==> src/rtl/evcol_pkg.sv <==
package evcol_pkg;

    localparam int CH_DEF    = 36;
    localparam int COL_DEF   = 16;
    localparam int STAMP_DEF = 12;

    typedef enum logic [1:0] {
        CS_IDLE,
        CS_ARMED,
        CS_WAIT_BX,
        CS_SAT
    } ctl_state_t;

    typedef struct packed {
        logic open;
        logic close;
        logic tick;
    } win_cmd_t;

    function automatic int idx_width(input int n);
        return (n > 1) ? $clog2(n) : 1;
    endfunction

endpackage

==> src/rtl/evcol_bx_counter.sv <==
module evcol_bx_counter #(
    parameter int STAMP_W = evcol_pkg::STAMP_DEF
) (
    input  logic               clk,
    input  logic               rst,
    input  logic               clear,
    input  logic               advance,
    output logic [STAMP_W-1:0] count
);
    always_ff @(posedge clk) begin
        if (rst || clear) begin
            count <= '0;
        end else if (advance) begin
            count <= count + STAMP_W'(1);
        end
    end
endmodule

==> src/rtl/evcol_alloc.sv <==
module evcol_alloc
    import evcol_pkg::*;
#(
    parameter int N_COL = COL_DEF,
    parameter int PTR_W = idx_width(N_COL),
    parameter int CNT_W = $clog2(N_COL + 1)
) (
    input  logic             clk,
    input  logic             rst,
    input  win_cmd_t         cmd,
    input  logic             any_trig,
    input  logic             no_trig,
    output logic             fire,
    output logic [PTR_W-1:0] wr_col,
    output logic             active,
    output logic             armed,
    output logic             full,
    output logic             hold_strobe,
    output logic [PTR_W-1:0] hold_col,
    output logic [CNT_W-1:0] count,
    output logic             done
);
    ctl_state_t state_q, state_d;
    logic       last_col;
    logic       closing;

    assign active   = (state_q != CS_IDLE);
    assign armed    = (state_q == CS_ARMED);
    assign full     = (state_q == CS_SAT);
    assign closing  = cmd.close && active && !cmd.open;
    assign fire     = armed && !cmd.open && !cmd.close && any_trig && !no_trig;
    assign wr_col   = count[PTR_W-1:0];
    assign last_col = (count == CNT_W'(N_COL - 1));

    always_comb begin
        state_d = state_q;
        if (cmd.open) begin
            state_d = CS_ARMED;
        end else if (closing) begin
            state_d = CS_IDLE;
        end else begin
            unique case (state_q)
                CS_ARMED:   if (fire) state_d = last_col ? CS_SAT : CS_WAIT_BX;
                CS_WAIT_BX: if (cmd.tick) state_d = CS_ARMED;
                default:    state_d = state_q;
            endcase
        end
    end

    always_ff @(posedge clk) begin
        if (rst) begin
            state_q     <= CS_IDLE;
            count       <= '0;
            hold_strobe <= 1'b0;
            hold_col    <= '0;
            done        <= 1'b0;
        end else begin
            state_q     <= state_d;
            hold_strobe <= fire;
            done        <= closing;
            if (cmd.open) begin
                count <= '0;
            end else if (fire) begin
                count <= count + CNT_W'(1);
            end
            if (fire) begin
                hold_col <= wr_col;
            end
        end
    end
endmodule

==> src/rtl/evcol_store.sv <==
module evcol_store #(
    parameter int N_CH    = evcol_pkg::CH_DEF,
    parameter int N_COL   = evcol_pkg::COL_DEF,
    parameter int STAMP_W = evcol_pkg::STAMP_DEF,
    parameter int PTR_W   = evcol_pkg::idx_width(N_COL)
) (
    input  logic               clk,
    input  logic               rst,
    input  logic               clear,
    input  logic               wr_en,
    input  logic [PTR_W-1:0]   wr_col,
    input  logic [N_CH-1:0]    wr_hits,
    input  logic [STAMP_W-1:0] wr_stamp,
    input  logic [PTR_W-1:0]   rd_col,
    output logic [N_CH-1:0]    rd_hits,
    output logic [STAMP_W-1:0] rd_stamp
);
    logic [N_CH-1:0]    map_q   [N_COL];
    logic [STAMP_W-1:0] stamp_q [N_COL];

    for (genvar c = 0; c < N_COL; c++) begin : g_col
        always_ff @(posedge clk) begin
            if (rst || clear) begin
                map_q[c]   <= '0;
                stamp_q[c] <= '0;
            end else if (wr_en && (wr_col == PTR_W'(c))) begin
                map_q[c]   <= wr_hits;
                stamp_q[c] <= wr_stamp;
            end
        end
    end

    always_comb begin
        rd_hits  = '0;
        rd_stamp = '0;
        for (int c = 0; c < N_COL; c++) begin
            if (rd_col == PTR_W'(c)) begin
                rd_hits  = map_q[c];
                rd_stamp = stamp_q[c];
            end
        end
    end
endmodule

==> src/rtl/evcol_acq_ctrl.sv <==
module evcol_acq_ctrl
    import evcol_pkg::*;
#(
    parameter int N_CH    = CH_DEF,
    parameter int N_COL   = COL_DEF,
    parameter int STAMP_W = STAMP_DEF
) (
    input  logic                             clk,
    input  logic                             rst,
    input  logic                             acq_start,
    input  logic                             acq_stop,
    input  logic                             no_trig,
    input  logic                             bx_tick,
    input  logic [N_CH-1:0]                  trig_in,
    input  logic [idx_width(N_COL)-1:0]      rd_col,
    output logic                             acq_active,
    output logic                             armed,
    output logic                             full,
    output logic                             hold_strobe,
    output logic [idx_width(N_COL)-1:0]      hold_col,
    output logic [$clog2(N_COL+1)-1:0]       cols_used,
    output logic                             acq_done,
    output logic [N_CH-1:0]                  rd_hits,
    output logic [STAMP_W-1:0]               rd_stamp
);
    localparam int PTR_W = idx_width(N_COL);
    localparam int CNT_W = $clog2(N_COL + 1);

    win_cmd_t           cmd;
    logic               any_trig;
    logic               fire;
    logic [PTR_W-1:0]   wr_col;
    logic [STAMP_W-1:0] bx_count;

    assign cmd      = '{open: acq_start, close: acq_stop, tick: bx_tick};
    assign any_trig = |trig_in;

    evcol_alloc #(.N_COL(N_COL), .PTR_W(PTR_W), .CNT_W(CNT_W)) u_alloc (
        .clk        (clk),
        .rst        (rst),
        .cmd        (cmd),
        .any_trig   (any_trig),
        .no_trig    (no_trig),
        .fire       (fire),
        .wr_col     (wr_col),
        .active     (acq_active),
        .armed      (armed),
        .full       (full),
        .hold_strobe(hold_strobe),
        .hold_col   (hold_col),
        .count      (cols_used),
        .done       (acq_done)
    );

    evcol_bx_counter #(.STAMP_W(STAMP_W)) u_bx (
        .clk    (clk),
        .rst    (rst),
        .clear  (acq_start),
        .advance(bx_tick && acq_active),
        .count  (bx_count)
    );

    evcol_store #(.N_CH(N_CH), .N_COL(N_COL), .STAMP_W(STAMP_W), .PTR_W(PTR_W)) u_store (
        .clk     (clk),
        .rst     (rst),
        .clear   (acq_start),
        .wr_en   (fire),
        .wr_col  (wr_col),
        .wr_hits (trig_in),
        .wr_stamp(bx_count),
        .rd_col  (rd_col),
        .rd_hits (rd_hits),
        .rd_stamp(rd_stamp)
    );
endmodule

==> config.mk <==
export PLATFORM = sky130hd
export DESIGN_NAME = evcol_acq_ctrl
export DESIGN_NICKNAME = d
export VERILOG_FILES = /design/src/rtl/evcol_pkg.sv /design/src/rtl/evcol_bx_counter.sv /design/src/rtl/evcol_alloc.sv /design/src/rtl/evcol_store.sv /design/src/rtl/evcol_acq_ctrl.sv
export SDC_FILE = /design/constraint.sdc
export NUM_CORES = 1
export LEC_CHECK = 0
export ABC_AREA = 1
export BUFFER_PORTS_ARGS = -buffer_cell sky130_fd_sc_hd__clkbuf_2
export CELL_PAD_IN_SITES_DETAIL_PLACEMENT = 0
export CELL_PAD_IN_SITES_GLOBAL_PLACEMENT = 1
export CORE_ASPECT_RATIO = 1.5
export CORE_MARGIN = 8
export CORE_UTILIZATION = 51
export CTS_BUF_LIST = sky130_fd_sc_hd__clkbuf_4 sky130_fd_sc_hd__clkbuf_8
export CTS_CLUSTER_SIZE = 20
export DETAILED_ROUTE_END_ITERATION = 6
export GPL_ROUTABILITY_DRIVEN = 0
export PLACE_DENSITY_LB_ADDON = 0.1
export SYNTH_ARGS = -nofsm -noshare
export SYNTH_HDL_FRONTEND = slang
export SYNTH_HIERARCHICAL = 1
export SYNTH_SLANG_ARGS = --single-unit
==> constraint.sdc <==
create_clock -name clk -period 7 [get_ports clk]
set_input_delay 1.05 -clock clk [delete_from_list [all_inputs] [get_ports clk]]
set_output_delay 1.05 -clock clk [all_outputs]
set_load 0.005 [all_outputs]
# After elaboration in Yosys (flattened, before gate mapping)
# Memories as Yosys holds them, arrays and structs flattened.
# Index checks and enable logic that the tools add are counted.
# totals
register_bits	25
ramBits	768
inputBits	46
output_inout_bits	62
word_cells	238
mem_count	2
# mem_list
name	depth	word_bits	read_ports	rd_ports_with_merged_regs	wr	line	source
u_store.map_q	16	36	16	0	16	evcol_store.sv:18	logic [N_CH-1:0] map_q [N_COL];
u_store.stamp_q	16	12	16	0	16	evcol_store.sv:19	logic [STAMP_W-1:0] stamp_q [N_COL];
# classes
n_addsub	2
n_eq_ne	38
n_mux	120
n_bitwise	32
n_reduce_logical	37
# op_table
cell	n
two-way mux 36 bit	32
two-way mux 12 bit	32
equality test 4 bit (second input constant)	16
two-way mux 1 bit	53
OR reduction 36 bit	1
equality test 4 x 3 -> 1 bit (second input constant)	8
bitwise OR 1 bit	32
logical AND 1 bit	23
equality test 4 x 2 -> 1 bit (second input constant)	4
adder 12 x 1 -> 12 bit (second input constant)	1
equality test 4 x 1 -> 1 bit (second input constant)	2
zero test 4 bit	2
!= test 4 x 3 -> 1 bit (second input constant)	2
AND reduction 3 bit	2
adder 5 x 1 -> 5 bit (second input constant)	1
equality test 5 x 4 -> 1 bit (second input constant)	1
equality test 2 bit (second input constant)	2
two-way mux 2 bit	2
one-hot mux 2 bit (2 select lines)	1
nonzero test 2 bit	2
nonzero test 4 bit	1
zero test 1 bit	3
OR reduction 3 bit	1
equality test 2 x 1 -> 1 bit (second input constant)	1
other kinds (4)	4

# Depth between registers and ports, before layout
# Gate-level depths: netlist of run 1.
# depth
ltp_word	17
ltp_mapped	17
depth_no_buf	14

# Cells and area by module
# The synthesis of run 1 kept the hierarchy.
# modules_own_cells
mod	n_inst	cells_per_inst	area_per_inst_um2	seq_area_each_um2
evcol_store	1	3232	33259.4	23062.1
evcol_alloc	1	93	718.2	260.2
evcol_bx_counter	1	91	615.6	240.2
evcol_acq_ctrl	1	33	135.1	0.0

# Worst setup path after synthesis of run 1
# OpenSTA, ideal clock, no wires.
# synth_timing
path_kind	input port to flip-flop
start	input port trig_in[23]
end	memory u_store/map_q[0][144] (netlist bit), enable pin
setup_time_ns	0.520
arrival_time_ns	5.509
required_time_ns	6.480
setup_slack_ns	0.971
cell_stages	14
n_path_buf	2
path_cell_list	nor2_1 -> nand2_1 -> nor2_1 -> nand2_1 -> nor2_1 -> nand2_1 -> nand2_2 -> nor2_4 -> nand2_4 -> clkinv_2 -> buf_8 -> clkbuf_1 -> nand2_1 -> o21ai_0
# synth_lines
element	line	source
start, declared	evcol_acq_ctrl.sv:14	input logic [N_CH-1:0] trig_in,
end, declared	evcol_store.sv:18	

# Final worst setup path of run 1
# layout_timing
start	input port rd_col[2]
end	output port rd_stamp[11]
# layout_between
elab_chain_cells	17
word_cells_on_any_way	32
cone_classes	eq/ne (15); mux (16); reduce/logical (1)
# layout_rtl
element	line	source
start, declared	evcol_acq_ctrl.sv:15	input logic [idx_width(N_COL)-1:0] rd_col,
zero test 4 bit	evcol_store.sv:37	if (rd_col == PTR_W'(c)) begin
two-way mux 12 bit (15 in a row)	evcol_store.sv:37	
two-way mux 12 bit *	evcol_store.sv:37	
end, declared	evcol_acq_ctrl.sv:24	output logic [STAMP_W-1:0] rd_stamp
# Mark *: on every way between the ends. The rest lies on a longest branch, timed or not.

==> flow_summary.yaml, run 1 <==
die:
  die_h_um: 335.6
  num_rows: 117
  die_w_um: 229.1
  design.die.area_um2: 76870
  core-area_um2: 67630
  start_util_pct: 51.35
  ios: 108
setup_path:
  crit_required_ns: 5.95
  rrSetupSlack_ns: 3.19
  r2r-start: "u_alloc/state_q[1]"
  slowest_stage: "inv_2"
  critPathLaunchType: "input port"
  crit_chain: "clkbuf_2, nor2_4, buf_4, nand2_1, inv_2, nand2_1, nand3_1, nand2_1, nand4_1, nor2_1, nand3_1, nand2_1, nand4_1, clkbuf_2"
  path_class: "input port to output pin"
  cp-end-kind: "output pin"
  slowest_delay_ns: 0.69
  cp_top_family: "buffers and inverters"
  cp_common_cell: "nand2_1"
  worst-path-buf-inv: 4
  rr_worst_depth: 11
  regToRegEndpoint: "u_store/map_q[1][101]"
  arrival_ns: 3.89
  cp_max_fo: 57
yosys:
  syn_nets: 3502
  yosysWarnings: 6
  ys_types: 36
  synthCells: 3449
  post-synth-top-area-fraction_pct: 66.41
  synth_top_area_cell: "edfxtp_1"
  synth_edf_count: 768
  synthTopCellsByArea: "edfxtp_1 66%, nor2_1 11%, nand2_1 6.3%"
  synth_area_um2: 34730
  ys_ff_latch: 793
  synthTopCellsByCount: "1027 x nor2_1, 768 x edfxtp_1, 579 x nand2_1"
  syn_area_per_cell_um2: 10.07
  synthFlopType: "edfxtp_1"
  async_reset_ff_share_pct: 0
  yosysSeqAreaShare_pct: 67.85
  yosysMostFrequentCell: "nor2_1"
global_routing:
  antenna_found_initial: 3
  top_usage_layer: "met2"
  grt_use_met2_pct: 48.41
  grt_first_pass_wirelength_mm: 154.0
  grtUsageMet3_pct: 4.437
  grt_usage_pct: 26.70
  grt.overflow.total: 0
  grtUsageMet1_pct: 30.82
  grt_max_degree: 72
  grt_pass1_vias: 25263
route:
  totalWireLength_mm: 104.2
  dr.pass1.iters: 5
  routedWlPerCell_um: 23.29
  drc: 0
  drt-vias-per-instance: 5.640
  drtIter0Drc: 2167
  postRouteAntennaNets: 0
  vias: 25244
cts:
  clock_sinks: 793
  cts_resized: 0
  cts_setup_buffers: 0
  cts-hold-fix-buffers: 0
  cts_tree: "yes"
  ctsHtreeMaxLevel: 3
  clockRootBuffer: "clkbuf_8"
  cts-buffers-inserted: 115
  clockBufferDepth: 3
  clkTransAtPathRegs_ns: 0.06
  clock_latency_ns: 0.75
timing:
  final-hold-violation-count: 0
  relSlewSlack_pct: 11.07
  rsz0062_at_grt: "false"
  worst_pin_slew_ns: 1.329
  fmax_ghz: 0.2023
  min_period_ns: 4.943
  finalCritPeriodShare_pct: 70.61
  finalSetupTns_ns: 0
  finalSetupViolCount: 0
  fin_skew_ns: 0.01940
  slew_viol_final: 0
min_path:
  whs_path_depth: 2
  hold_end: "u_alloc/hold_col[1]"
  holdCritStartpoint: "u_alloc/hold_col[1]"
  min_path_type: "register to register"
power_and_ir_drop:
  power_leakage_nw: 15.09
  pwr-share-comb_pct: 5.6
  switching_share_pct: 23.20
  power.density_nw_per_um2: 250.7
  power.total_w: 0.009596
  p_clk_share_pct: 37.8
  intPower_w: 0.007370
  irDropWorstVdd_mv: 0.1460
  p_sw_w: 0.002226
  seq_power_share_pct: 56.6
place:
  io_buffer_count: 107
  placed_area_um2: 36040
  place_hpwl_mm: 61.33
layout:
  drive_gt1_share_pct: 12.14
  fin_area_um2: 38270
  nets: 3547
  areaGrowthSynthToFinish_pct: 10.20
  postLayoutCoreUtil_pct: 56.58
run_status:
  status: "finished, final reports clean"
job:
  cap_viol_max_count: 0
-- state kept, by name, summed over array words and instances (netlist names) --
name	count
u_alloc/count	5
u_alloc/done	1
u_alloc/hold_col	4
u_store/stamp_q	192
u_store/map_q	576
u_alloc/state_q	2
u_bx/count	12
u_alloc/hold_strobe	1
-- per-layer routing --
metal | vias up | share of wire (%)
met5 | - | 0
met4 | 0 | 4.1
met3 | 230 | 7.1
met2 | 1064 | 52
met1 | 12499 | 37
li1 | 11451 | -
-- worst reg2reg max path, delay by kind of cell (launching register included) --
kind,cells,cell delay (ns)
adder cells (fa/ha/maj),1,0.30
buffers and inverters,4,1.02
flip-flops,1,0.33
AND/OR/NAND/NOR,6,1.82
-- placed cells by master, fill, tap and decap left out, types with 5 or more instances in the layout --
master	n
nor3_1	31
nor2_1	1016
clkbuf_2	107
nand2_2	11
buf_4	57
nand4_1	139
clkinv_1	34
clkinv_2	16
nand3_2	10
o21ai_1	13
clkbuf_4	27
a21oi_1	55
or2_0	10
ha_1	7
nand2_1	571
nor2_4	16
edfxtp_1	768
clkbuf_8	120
or2_2	39
o21ai_0	16
dfxtp_1	25
o21ai_4	8
inv_1	255
nand3_1	202
clkinvlp_4	5
-- worst max path at each step --
stage           startpoint               endpoint  slack, ns  depth (start not counted)
2_1_floorplan  trig_in[23]  u_store/map_q[0][144]       0.97                         14
3_3_place_gp     rd_col[1]           rd_stamp[11]       2.09                         13
5_1_grt          rd_col[2]            rd_stamp[6]       1.81                         14
6_report         rd_col[2]           rd_stamp[11]       2.06                         14
3_5_place_dp   trig_in[29]   u_store/map_q[1][73]       2.00                         14
4_1_cts          rd_col[2]           rd_stamp[11]       2.04                         14
-- stage by stage --
stage | cells | hold WS, ns | setup WS, ns
after floorplan | 3449 | 0.4592 | 0.9707
after global placement | 4269 | 0.4786 | 2.094
after detailed placement | 4269 | 0.4965 | 2.000
after CTS | 4475 | 0.5066 | 2.042
after global routing | 4476 | 0.5196 | 1.814
final | 4476 | 0.5083 | 2.058
-- area by class of cell --
| cell class | count | area, um^2 |
|---|---|---|
| antenna | 1 | 2.502 |
| clock buffer | 147 | 1854 |
| clock inverter | 59 | 369.1 |
| fill | 5975 | 29360 |
| inverter | 260 | 977.2 |
| multi-input combinational | 2160 | 9424 |
| sequential | 793 | 23560 |
| tap | 892 | 1116 |
| timing repair buffer | 164 | 963.4 |
-- power by group through the flow --
stage	Combinational [W]	Clock (W)	Sequential, W
3_5_place_dp	0.000545	0	0.00553
3_3_place_gp	0.000539	0	0.00552
5_1_grt	0.000588	0.00388	0.00545
6_report	0.000541	0.00362	0.00543
4_1_cts	0.000547	0.00370	0.00543
2_1_floorplan	0.000295	0	0.00553
-- cells by family (layout without fill, tap and decap cells) --
| logic type | count (synthesis) | after routing | share of synthesized area (%) |
|---|---|---|---|
| AOI/OAI and AO/OA | 96 | 96 | 1.430 |
| DFF | 793 | 793 | 67.85 |
| buffers and inverters | 496 | 630 | 5.685 |
| and+or+nand+nor | 2054 | 2054 | 24.71 |
| xor gates and xnor gates | 3 | 3 | 0.07567 |
| other | 0 | 1 | 0 |
| adders and majority gates | 7 | 7 | 0.2522 |
(Power assumes the default switching activity.)
==> run 2: changes to the inputs <==
ABC_AREA = 0   (was 1)
CORE_UTILIZATION = 48   (was 51)
clock period = 4.01 ns   (was 7 ns; I/O delays follow)
==> flow_summary.yaml, run 2 <==
run_status:
  status: "finished, final reports clean"
die:
  die_h_um: 358.3
  die_w_um: 244.2
  num_rows: 125
  design.die.area_um2: 87490
  start_util_pct: 48.43
  ios: 108
  core-area_um2: 77420
global_routing:
  grt_usage_pct: 28.76
  grt.overflow.total: 0
  antenna_found_initial: 9
  grt_max_degree: 81
  grt_pass1_vias: 26928
  grt_first_pass_wirelength_mm: 183.0
layout:
  nets: 3217
  areaGrowthSynthToFinish_pct: 14.20
  largest_register_ffs: 576
  final_common_cell: "and2_1"
  postLayoutCoreUtil_pct: 55.31
  top_regs: "u_store/map_q x576, u_store/stamp_q x192, u_bx/count x12"
  largest-register: "u_store/map_q"
  fill_cells: 6509
  drive_gt1_share_pct: 17.93
  final_cell_mix: "769 x and2_1, 768 x edfxtp_1, 145 x nand2_1"
yosys:
  synth.area.mux_share_pct: 3.838
  synthTopCellsByCount: "769 x and2_1, 768 x edfxtp_1, 183 x clkbuf_1"
  synth_edf_count: 768
  synthCells: 3040
  synth_area_um2: 37490
  synth_compound_area_share_pct: 11.87
  synth_fa_ha_area_share_pct: 0.2336
  yosysMostFrequentCell: "and2_1"
  synth_xor_area_share_pct: 0.09344
  synthTopCellsByArea: "edfxtp_1 62%, and2_1 13%, mux2i_1 2.2%"
  async_reset_ff_share_pct: 0
  synth_simple_gate_area_share_pct: 17.36
  syn_area_per_cell_um2: 12.33
  ys_ff_latch: 793
  ys_types: 78
  synthFlopType: "edfxtp_1"
  syn_nets: 3093
  synth_top_area_cell: "edfxtp_1"
  post-synth-top-area-fraction_pct: 61.51
  synth_top_family_by_area: "simple AND/OR/NAND/NOR gates"
  yosysWarnings: 6
  yosysSeqAreaShare_pct: 62.84
timing:
  final-hold-violation-count: 0
  finalCritPeriodShare_pct: 91.07
  setup_ws_ns: 0.3579
  worst_pin_slew_ns: 1.035
  min_period_ns: 3.652
  rsz0062_at_grt: "false"
  hold_slack_ns: 0.1878
  finalSetupViolCount: 0
  relSlewSlack_pct: 30.46
  fmax_ghz: 0.2738
  slew_viol_final: 0
  fin_skew_ns: 0.04495
setup_path:
  path_depth: 9
  cp_max_fo: 17
  slowest_stage: "o21ai_0"
  crit_chain: "buf_4, buf_4, and3b_1, buf_4, o21ai_0, o221ai_1, a22o_1, nand3_1, clkbuf_2"
  cp_top_family: "compound AO/OA/AOI/OAI gates"
  critPathLaunchType: "input port"
  path_class: "input port to output pin"
  cp-end-kind: "output pin"
  arrival_ns: 3.05
  slowest_delay_ns: 0.61
  rr_worst_depth: 8
  crit_required_ns: 3.41
  cp_common_cell: "buf_4"
  worst-path-buf-inv: 4
cts:
  ctsHtreeMaxLevel: 3
  clkTransAtPathRegs_ns: 0.06
  cts_tree: "yes"
  cts-buffers-inserted: 116
  cts-hold-fix-buffers: 0
  clock_sinks: 793
  clockRootBuffer: "clkbuf_8"
  clock_latency_ns: 0.78
  cts_setup_buffers: 0
  clockBufferDepth: 3
  cts_resized: 0
route:
  drc: 0
  drtIter0Drc: 2819
  postRouteAntennaNets: 0
  vias: 26392
  routedWlPerCell_um: 29.91
  dr.pass1.iters: 5
  drt-vias-per-instance: 6.159
  totalWireLength_mm: 128.1
job:
  cap_viol_max_count: 0
place:
  io_buffer_count: 107
  place_ws_ns: -0.007913
  place_hpwl_mm: 76.04
power_and_ir_drop:
  power_leakage_nw: 16.45
  power.density_nw_per_um2: 408.2
  power.total_w: 0.01748
  irDropWorstVdd_mv: 0.2421
min_path:
  whs_path_depth: 4
  min_path_type: "input port to register"
-- run 2: changes by cell type after synthesis, moves of 83 or more --
cell	previous run	this run
nand2_1	579	145
nand4_1	139	6
a21oi_1	55	139
nand3_1	210	29
o21ai_0	24	155
mux2i_1	0	83
inv_1	256	15
and2_1	0	769
nor2_1	1027	70
-- run 2: cell type report --
cell class	count	area (um^2)	area share (%)
Clock buffer	159	1963	4.585
Multi-Input combinational cell	1937	12870	30.05
Sequential cell	793	23560	55.03
Clock inverter	57	281.5	0.6575
Tap cell	1016	1271	2.969
Inverter	17	63.81	0.1490
Antenna cell	7	17.52	0.04091
Timing Repair Buffer	299	2789	6.514
-- run 2: cell families after synthesis --
| group | Yosys count |
|---|---|
| compound gates | 667 |
| mux | 132 |
| fa+ha+maj | 7 |
| simple gates | 1127 |
| flops | 793 |
| xor+xnor | 4 |
| buf+inv | 310 |
-- run 2: final timing paths --
check | from | to | slack (ns)
setup / recovery | rd_col[3] | rd_hits[21] | 0.36
hold / removal | no_trig | u_alloc/hold_strobe | 0.19
setup reg to reg | u_alloc/state_q[0] | u_store/map_q[1][244] | 1.41
hold reg to reg | u_alloc/hold_col[0] | u_alloc/hold_col[0] | 0.48
-- run 2: tightest hold or removal path: cells and delay by family --
kind,cells,cell delay [ns]
buf+inv,1,0.09
simple gates,3,0.20
-- run 2: stage by stage --
step / TNS [ns] / cell area (um^2) / cells
floorplan: -173.91 / 37520 / 3040
global placement: -680.38 / 40550 / 4062
detailed placement: -0.1400 / 40560 / 4062
CTS: 0 / 42800 / 4278
global route: 0 / 42810 / 4281
finish: 0 / 42820 / 4285
-- run 2: metal layers --
layer  vias to the layer above  routed length, um  GRT usage (%)
li1                      11396                  -              -
met1                     13347              47910          35.17
met2                      1354              64490          50.13
met3                       295              10120          4.258
met4                         0               5625          12.93
met5                         -                  0              0
-- run 2: power by group --
group | switching (W) | internal, W
clock | 0.00317 | 0.00322
combinational | 0.00107 | 0.000507
sequential | 0.000101 | 0.00940
total | 0.00435 | 0.0131
